### config.mk
export PLATFORM = sky130hd
export DESIGN_NAME = rtc_nvram_top
export DESIGN_NICKNAME = d
export VERILOG_FILES = /design/src/rtl/rtc_pkg.sv /design/src/rtl/rtc_prescaler.sv /design/src/rtl/rtc_calendar.sv /design/src/rtl/rtc_link.sv /design/src/rtl/rtc_nvram_top.sv
export SDC_FILE = /design/constraint.sdc
export NUM_CORES = 1
export LEC_CHECK = 0
export ABC_CLOCK_PERIOD_IN_PS = 3400
export BUFFER_PORTS_ARGS = -buffer_cell sky130_fd_sc_hd__clkbuf_2
export CAP_MARGIN = 10
export CORE_ASPECT_RATIO = 1.75
export CORE_UTILIZATION = 40
export CTS_BUF_LIST = sky130_fd_sc_hd__clkbuf_4 sky130_fd_sc_hd__clkbuf_8
export DETAILED_ROUTE_END_ITERATION = 10
export GPL_ROUTABILITY_DRIVEN = 0
export PLACE_DENSITY_LB_ADDON = 0.25
export SYNTH_ARGS = -nofsm -noshare
export SYNTH_HDL_FRONTEND = slang
export SYNTH_SLANG_ARGS = --single-unit
### constraint.sdc
create_clock -name clk -period 3.4 [get_ports clk]
set_clock_uncertainty 0.05 [all_clocks]
set_input_delay 0.34 -clock clk [delete_from_list [all_inputs] [get_ports clk]]
set_output_delay 0.34 -clock clk [all_outputs]
set_load 0.05 [all_outputs]
### src/rtl/rtc_pkg.sv
package rtc_pkg;
    localparam logic [6:0] IX_SEC   = 7'h00;
    localparam logic [6:0] IX_MIN   = 7'h02;
    localparam logic [6:0] IX_HOUR  = 7'h04;
    localparam logic [6:0] IX_DAY   = 7'h07;
    localparam logic [6:0] IX_MONTH = 7'h08;
    localparam logic [6:0] IX_YEAR  = 7'h09;
    localparam int         NV_BYTES = 32;

    typedef enum logic [0:0] {ST_LOAD, ST_SERVE} link_state_t;

    function automatic logic [7:0] month_len(input logic [7:0] mon, input logic [7:0] yr);
        case (mon)
            8'd2:                          month_len = (yr[1:0] == 2'b00) ? 8'd29 : 8'd28;
            8'd4, 8'd6, 8'd9, 8'd11:       month_len = 8'd30;
            default:                       month_len = 8'd31;
        endcase
    endfunction
endpackage

### src/rtl/rtc_prescaler.sv
module rtc_prescaler #(
    parameter int OSC_HZ = 14318180,
    parameter int STEP   = 12
) (
    input  logic clk,
    input  logic rst_n,
    input  logic ref_stb,
    output logic tick
);
    localparam int AW = $clog2(OSC_HZ + STEP + 1);
    localparam logic [AW-1:0] LIMIT = AW'(OSC_HZ);
    localparam logic [AW-1:0] INC   = AW'(STEP);

    logic [AW-1:0] acc;
    logic [AW-1:0] sum;

    assign sum = acc + INC;

    always_ff @(posedge clk) begin
        if (!rst_n) begin
            acc  <= '0;
            tick <= 1'b0;
        end else if (ref_stb) begin
            if (sum >= LIMIT) begin
                acc  <= sum - LIMIT;
                tick <= 1'b1;
            end else begin
                acc  <= sum;
                tick <= 1'b0;
            end
        end else begin
            tick <= 1'b0;
        end
    end
endmodule

### src/rtl/rtc_calendar.sv
module rtc_calendar
    import rtc_pkg::*;
(
    input  logic       clk,
    input  logic       rst_n,
    input  logic       tick,
    input  logic       wr,
    input  logic [6:0] wr_idx,
    input  logic [7:0] wr_data,
    output logic [7:0] sec,
    output logic [7:0] min,
    output logic [7:0] hour,
    output logic [7:0] day,
    output logic [7:0] month,
    output logic [7:0] year,
    output logic       pend
);
    logic adv;
    logic end_min, end_hour, end_day, end_month, end_year;

    assign adv       = (tick | pend) & ~wr;
    assign end_min   = (sec == 8'd59);
    assign end_hour  = end_min & (min == 8'd59);
    assign end_day   = end_hour & (hour == 8'd23);
    assign end_month = end_day & (day >= month_len(month, year));
    assign end_year  = end_month & (month == 8'd12);

    always_ff @(posedge clk) begin
        if (!rst_n) begin
            pend <= 1'b0;
        end else if (wr && tick) begin
            pend <= 1'b1;
        end else if (adv) begin
            pend <= 1'b0;
        end
    end

    always_ff @(posedge clk) begin
        if (!rst_n) begin
            sec <= 8'd0; min <= 8'd0; hour <= 8'd0;
            day <= 8'd1; month <= 8'd1; year <= 8'd0;
        end else if (wr) begin
            unique case (wr_idx)
                IX_SEC:   sec   <= wr_data;
                IX_MIN:   min   <= wr_data;
                IX_HOUR:  hour  <= wr_data;
                IX_DAY:   day   <= wr_data;
                IX_MONTH: month <= wr_data;
                IX_YEAR:  year  <= wr_data;
                default:  ;
            endcase
        end else if (adv) begin
            sec <= end_min ? 8'd0 : sec + 8'd1;
            if (end_min)   min   <= end_hour ? 8'd0 : min + 8'd1;
            if (end_hour)  hour  <= end_day ? 8'd0 : hour + 8'd1;
            if (end_day)   day   <= end_month ? 8'd1 : day + 8'd1;
            if (end_month) month <= end_year ? 8'd1 : month + 8'd1;
            if (end_year)  year  <= (year >= 8'd99) ? 8'd0 : year + 8'd1;
        end
    end
endmodule

### src/rtl/rtc_link.sv
module rtc_link
    import rtc_pkg::*;
(
    input  logic       clk,
    input  logic       rst_n,
    input  logic       lnk_clk,
    input  logic       lnk_din,
    input  logic       lnk_restore,
    output logic       lnk_dout,
    input  logic       bus_we,
    input  logic [4:0] bus_addr,
    input  logic [7:0] bus_wdata,
    output logic [7:0] bus_rdata,
    output logic       open
);
    localparam int PW = $clog2(NV_BYTES);

    link_state_t   state, state_nx;
    logic [7:0]    ram [NV_BYTES];
    logic [2:0]    clk_sy, din_sy;
    logic          mode_q;
    logic          rise;
    logic [PW-1:0] ptr;
    logic [2:0]    bitn;
    logic [6:0]    shreg;
    logic          byte_done;

    assign rise      = clk_sy[1] & ~clk_sy[2];
    assign byte_done = rise & (bitn == 3'd7);

    always_ff @(posedge clk) begin
        if (!rst_n) begin
            clk_sy <= '0; din_sy <= '0; mode_q <= 1'b0;
        end else begin
            clk_sy <= {clk_sy[1:0], lnk_clk};
            din_sy <= {din_sy[1:0], lnk_din};
            mode_q <= lnk_restore;
        end
    end

    always_comb begin
        state_nx = state;
        unique case (state)
            ST_LOAD:  if (lnk_restore && byte_done && ptr == PW'(NV_BYTES - 1)) state_nx = ST_SERVE;
            ST_SERVE: if (lnk_restore && !mode_q) state_nx = ST_LOAD;
        endcase
    end

    always_ff @(posedge clk) begin
        if (!rst_n) state <= ST_LOAD;
        else        state <= state_nx;
    end

    always_ff @(posedge clk) begin
        if (!rst_n || state_nx != state) begin
            ptr <= '0; bitn <= '0; shreg <= '0;
        end else if (rise && (state == ST_LOAD) == lnk_restore) begin
            shreg <= {shreg[5:0], din_sy[1]};
            bitn  <= bitn + 3'd1;
            if (bitn == 3'd7) ptr <= ptr + PW'(1);
        end
    end

    always_ff @(posedge clk) begin
        if (state == ST_LOAD && lnk_restore && byte_done)
            ram[ptr] <= {shreg, din_sy[1]};
        else if (state == ST_SERVE && bus_we)
            ram[bus_addr] <= bus_wdata;
    end

    assign open      = (state == ST_SERVE);
    assign bus_rdata = open ? ram[bus_addr] : 8'h00;
    assign lnk_dout  = open & ram[ptr][~bitn];
endmodule

### src/rtl/rtc_nvram_top.sv
module rtc_nvram_top
    import rtc_pkg::*;
#(
    parameter int OSC_HZ = 14318180,
    parameter int STEP   = 12
) (
    input  logic       clk,
    input  logic       rst_n,
    input  logic       ref_stb,
    input  logic       bus_we,
    input  logic       bus_sel,
    input  logic [7:0] bus_wdata,
    output logic [7:0] bus_rdata,
    input  logic       lnk_clk,
    input  logic       lnk_din,
    output logic       lnk_dout,
    input  logic       lnk_restore,
    output logic       nv_ready
);
    logic [6:0] idx;
    logic       tick, pend, time_wr, is_time, is_ram;
    logic [7:0] sec, min, hour, day, month, year, ram_rd;

    assign is_ram  = (idx[6:5] == 2'b01);
    assign is_time = (idx == IX_SEC) || (idx == IX_MIN) || (idx == IX_HOUR) ||
                     (idx == IX_DAY) || (idx == IX_MONTH) || (idx == IX_YEAR);
    assign time_wr = bus_we & bus_sel & is_time;

    always_ff @(posedge clk) begin
        if (!rst_n)                 idx <= '0;
        else if (bus_we && !bus_sel) idx <= bus_wdata[6:0];
    end

    rtc_prescaler #(.OSC_HZ(OSC_HZ), .STEP(STEP)) u_pre (
        .clk(clk), .rst_n(rst_n), .ref_stb(ref_stb), .tick(tick)
    );

    rtc_calendar u_cal (
        .clk(clk), .rst_n(rst_n), .tick(tick), .wr(time_wr), .wr_idx(idx),
        .wr_data(bus_wdata), .sec(sec), .min(min), .hour(hour), .day(day),
        .month(month), .year(year), .pend(pend)
    );

    rtc_link u_link (
        .clk(clk), .rst_n(rst_n), .lnk_clk(lnk_clk), .lnk_din(lnk_din),
        .lnk_restore(lnk_restore), .lnk_dout(lnk_dout),
        .bus_we(bus_we & bus_sel & is_ram), .bus_addr(idx[4:0]),
        .bus_wdata(bus_wdata), .bus_rdata(ram_rd), .open(nv_ready)
    );

    always_comb begin
        bus_rdata = 8'h00;
        if (is_ram) bus_rdata = ram_rd;
        else begin
            unique case (idx)
                IX_SEC:   bus_rdata = sec;
                IX_MIN:   bus_rdata = min;
                IX_HOUR:  bus_rdata = hour;
                IX_DAY:   bus_rdata = day;
                IX_MONTH: bus_rdata = month;
                IX_YEAR:  bus_rdata = year;
                default:  bus_rdata = 8'h00;
            endcase
        end
    end
endmodule

==> flow_metrics.tcl <==
set metrics [dict create \
    critPathLaunchType "register" \
    synth_area_sq_um 19200 \
    final_cell_mix "edfxtp_1, mux4_2, buf_4" \
    synth-main-ff-cell "edfxtp_1" \
    clk_latency_ns 0.62 \
    yosysUniqueCellTypes 83 \
    ys_warn_count 0 \
    reg2reg_depth 14 \
    drtIter0Drc 989 \
    port_buffers 25 \
    status "complete, but fails checks" \
    die_area_sq_um 49000 \
    pre_cts_ws_ns -0.163 \
    synth_seq_area_share_pct 51.5 \
    grt.total_usage_pct 23.9 \
    crit_fanout 8 \
    fmax_mhz 240 \
    vias_per_cell 6.05 \
    worstHoldPathCells 3 \
    syn_nets 1485 \
    hold_class "in2reg" \
    area_growth_pct 19.0 \
    drive_gt1_share_pct 31.3 \
    grt_pass1_wl_um 87000 \
    arrival_ns 3.77 \
    path_clk_slew_ns 0.07 \
    cts_buffers 53 \
    min_period_over_period_pct 122 \
    cts_tree "built" \
    post-dp-hpwl_um 42300 \
    std_cell_rows 106 \
    cts_buffer_depth 3 \
    rsz0062_at_grt "true" \
    cts.sinks 367 \
    setup_ws_ns -0.760 \
    fin_crit_ns 4.16 \
    grt-ovfl-total 0 \
    grt_max_degree 58 \
    fp.coreArea_sq_um 47600 \
    crit_type "reg2out" \
    min_from "bus_wdata[1]" \
    cellLeakagePower_uw 0.00759 \
    start_util_pct 40.4 \
    nets 1650 \
    rr_startpoint "u_pre.acc[2]$_SDFFE_PN0P_" \
    die_h_um 292 \
    critPathCaptureType "primary output" \
    syn_inst 1449 \
    final_common_cell "edfxtp_1" \
    htreeDepth 2 \
    remaining_drc_errors 0 \
    ant_nets 0 \
    setup-tns-final_ns -1.72 \
    wirelength_um 57600 \
    ys_ff_latch 367 \
    syn_area_per_cell_sq_um 13.3 \
    whs_ns 0.0367 \
    hold_viol_final 0 \
    slew_headroom_pct 32.5 \
    die_x_um 168 \
    post_drt_wl_per_cell_um 25.6 \
    violations "negative setup slack" \
    io_pins 26 \
    worst_pin_slew_ns 1.00 \
    cts_root_buffer "clkbuf_8" \
    power.density_nw_per_um2 399 \
    num_vias 13618 \
    report.final.slew_viol_count 0 \
    setup_viol 9 \
    cp_data_required_time_ns 3.01 \
    vdd_drop_max_mv 0.219 \
    maxCapViolations 0 \
    ys_async_sr_fraction_pct 0 \
    dr.pass1.iters 6 \
    antenna_found_initial 1 \
    synth-edff-count 256 \
    fillers 4072 \
    grt_pass1_vias 14136 \
]
[repair_timing]
action                     in CTS  in global routing
buffers inserted               15                  3
hold endpoints to repair       11                  0
setup endpoints to repair      10                 48
pin swaps                       3                  8
cloned                          5                  3
resized for setup              46                 15
hold buffers                    8                  0
[state kept, by name, indices dropped and copies added, names as in the netlist, named ones only]
register and cells:
u_link.ram 256, u_pre.acc 22, u_cal.day 8, u_cal.hour 8, u_cal.min 8, u_cal.month 8
u_cal.sec 8, u_cal.year 8, idx 7, u_link.shreg 7, u_link.ptr 5, u_link.bitn 3
u_link.clk_sy 3, u_link.din_sy 2, u_cal.pend 1, u_link.mode_q 1, u_link.open 1, u_pre.tick 1
[report_power, final]
| group | internal (uW) | total, uW | leakage [uW] | switching (uW) |
|---|---|---|---|---|
| Clock | 2040 | 3850 | 0.000593 | 1810 |
| Sequential | 4740 | 4770 | 0.00327 | 31.7 |
| Combinational | 230 | 524 | 0.00373 | 294 |
| Total | 7010 | 9140 | 0.00759 | 2130 |
[final timing paths]
| path | to | slack [ns] |
|---|---|---|
| max | lnk_dout | -0.76 |
| min | idx[1]$_SDFFE_PN0P_ | 0.04 |
| max reg2reg | u_pre.acc[7]$_SDFFE_PN0P_ | 0.15 |
| min reg2reg | u_link.clk_sy[1]$_SDFF_PN0_ | 0.39 |
[critical path, cell delays in order, from the launching register on]
cell and delay (ns):
dfxtp_4 0.41, buf_12 0.13, buf_12 0.13, mux4_2 0.50
mux4_2 0.51, mux4_2 0.57, mux4_2 0.54, and2_4 0.17
clkbuf_16 0.16
[per-layer routing]
| layer | track usage (%) | up-vias | share of wire (%) |
|---|---|---|---|
| met1 | 22.8 | 6827 | 32 |
| met3 | 2.63 | 204 | 4.0 |
| li1 | - | 6082 | - |
| met2 | 46.0 | 505 | 55 |
| met5 | 0 | - | 0 |
| met4 | 18.6 | 0 | 8.6 |
[cell usage after synthesis (all sizes together) (6+ instances only)]
master   number  area (sq um)
nand2b       16           100
a31oi         9          56.3
nor4          9           123
o21ai        74           378
ha           20           250
or2           8          50.1
xnor2        26           228
mux4        165          3720
buf          43           214
xor2          6          52.6
o31ai        17           146
nand3        30           155
o21a          7          52.6
o221ai        6          52.6
inv          26          97.6
nand4        10          68.8
a22oi        17           128
o211ai       25           193
nand3b        8          60.1
nor3b        10          75.1
mux2          8          90.1
a21oi        57           300
nand2        84           318
dfxtp       111          2220
edfxtp      256          7690
clkbuf       54           203
and2         13          81.3
mux2i        46           460
nor2b        14          87.6
and3         30           188
nor3         12          60.1
nand4b        6          52.6
nor2        145           547
o2111ai       7          67.6
a21o          6          45.0
a222oi        8          80.1
[cell families after synthesis]
| group | synth area share [%] |
|---|---|
| AND/OR/NAND/NOR | 10.9 |
| multiplexers | 22.2 |
| AO/OA/AOI/OAI | 9.99 |
| XOR/XNOR | 1.46 |
| buffers and inverters | 2.67 |
| flip-flops | 51.5 |
| adder cells (fa/ha/maj) | 1.30 |
[final cells by class]
type,instances,area [sq um],share of cell area [%]
diodes,1,2.50,0.0109
clock buffers,69,893,3.90
clock inverters,29,256,1.12
inverters,26,97.6,0.426
multi-input cells,959,8930,39.0
flip-flops and latches,367,9920,43.4
well taps,594,743,3.25
repair buffers,207,2040,8.89
[per-stage QoR]
step | std cells | cell area, sq um | power, uW | util [%]
finish | 2252 | 22900 | 9140 | 48.1
detailed placement | 2122 | 21000 | 5330 | 44.2
global placement | 2122 | 21000 | 5330 | 44.2
floorplan | 1449 | 19200 | 5160 | -
CTS | 2248 | 22800 | 9220 | 47.8
global route | 2252 | 22900 | 9430 | 48.1
Power figures use the tool's default switching activity.
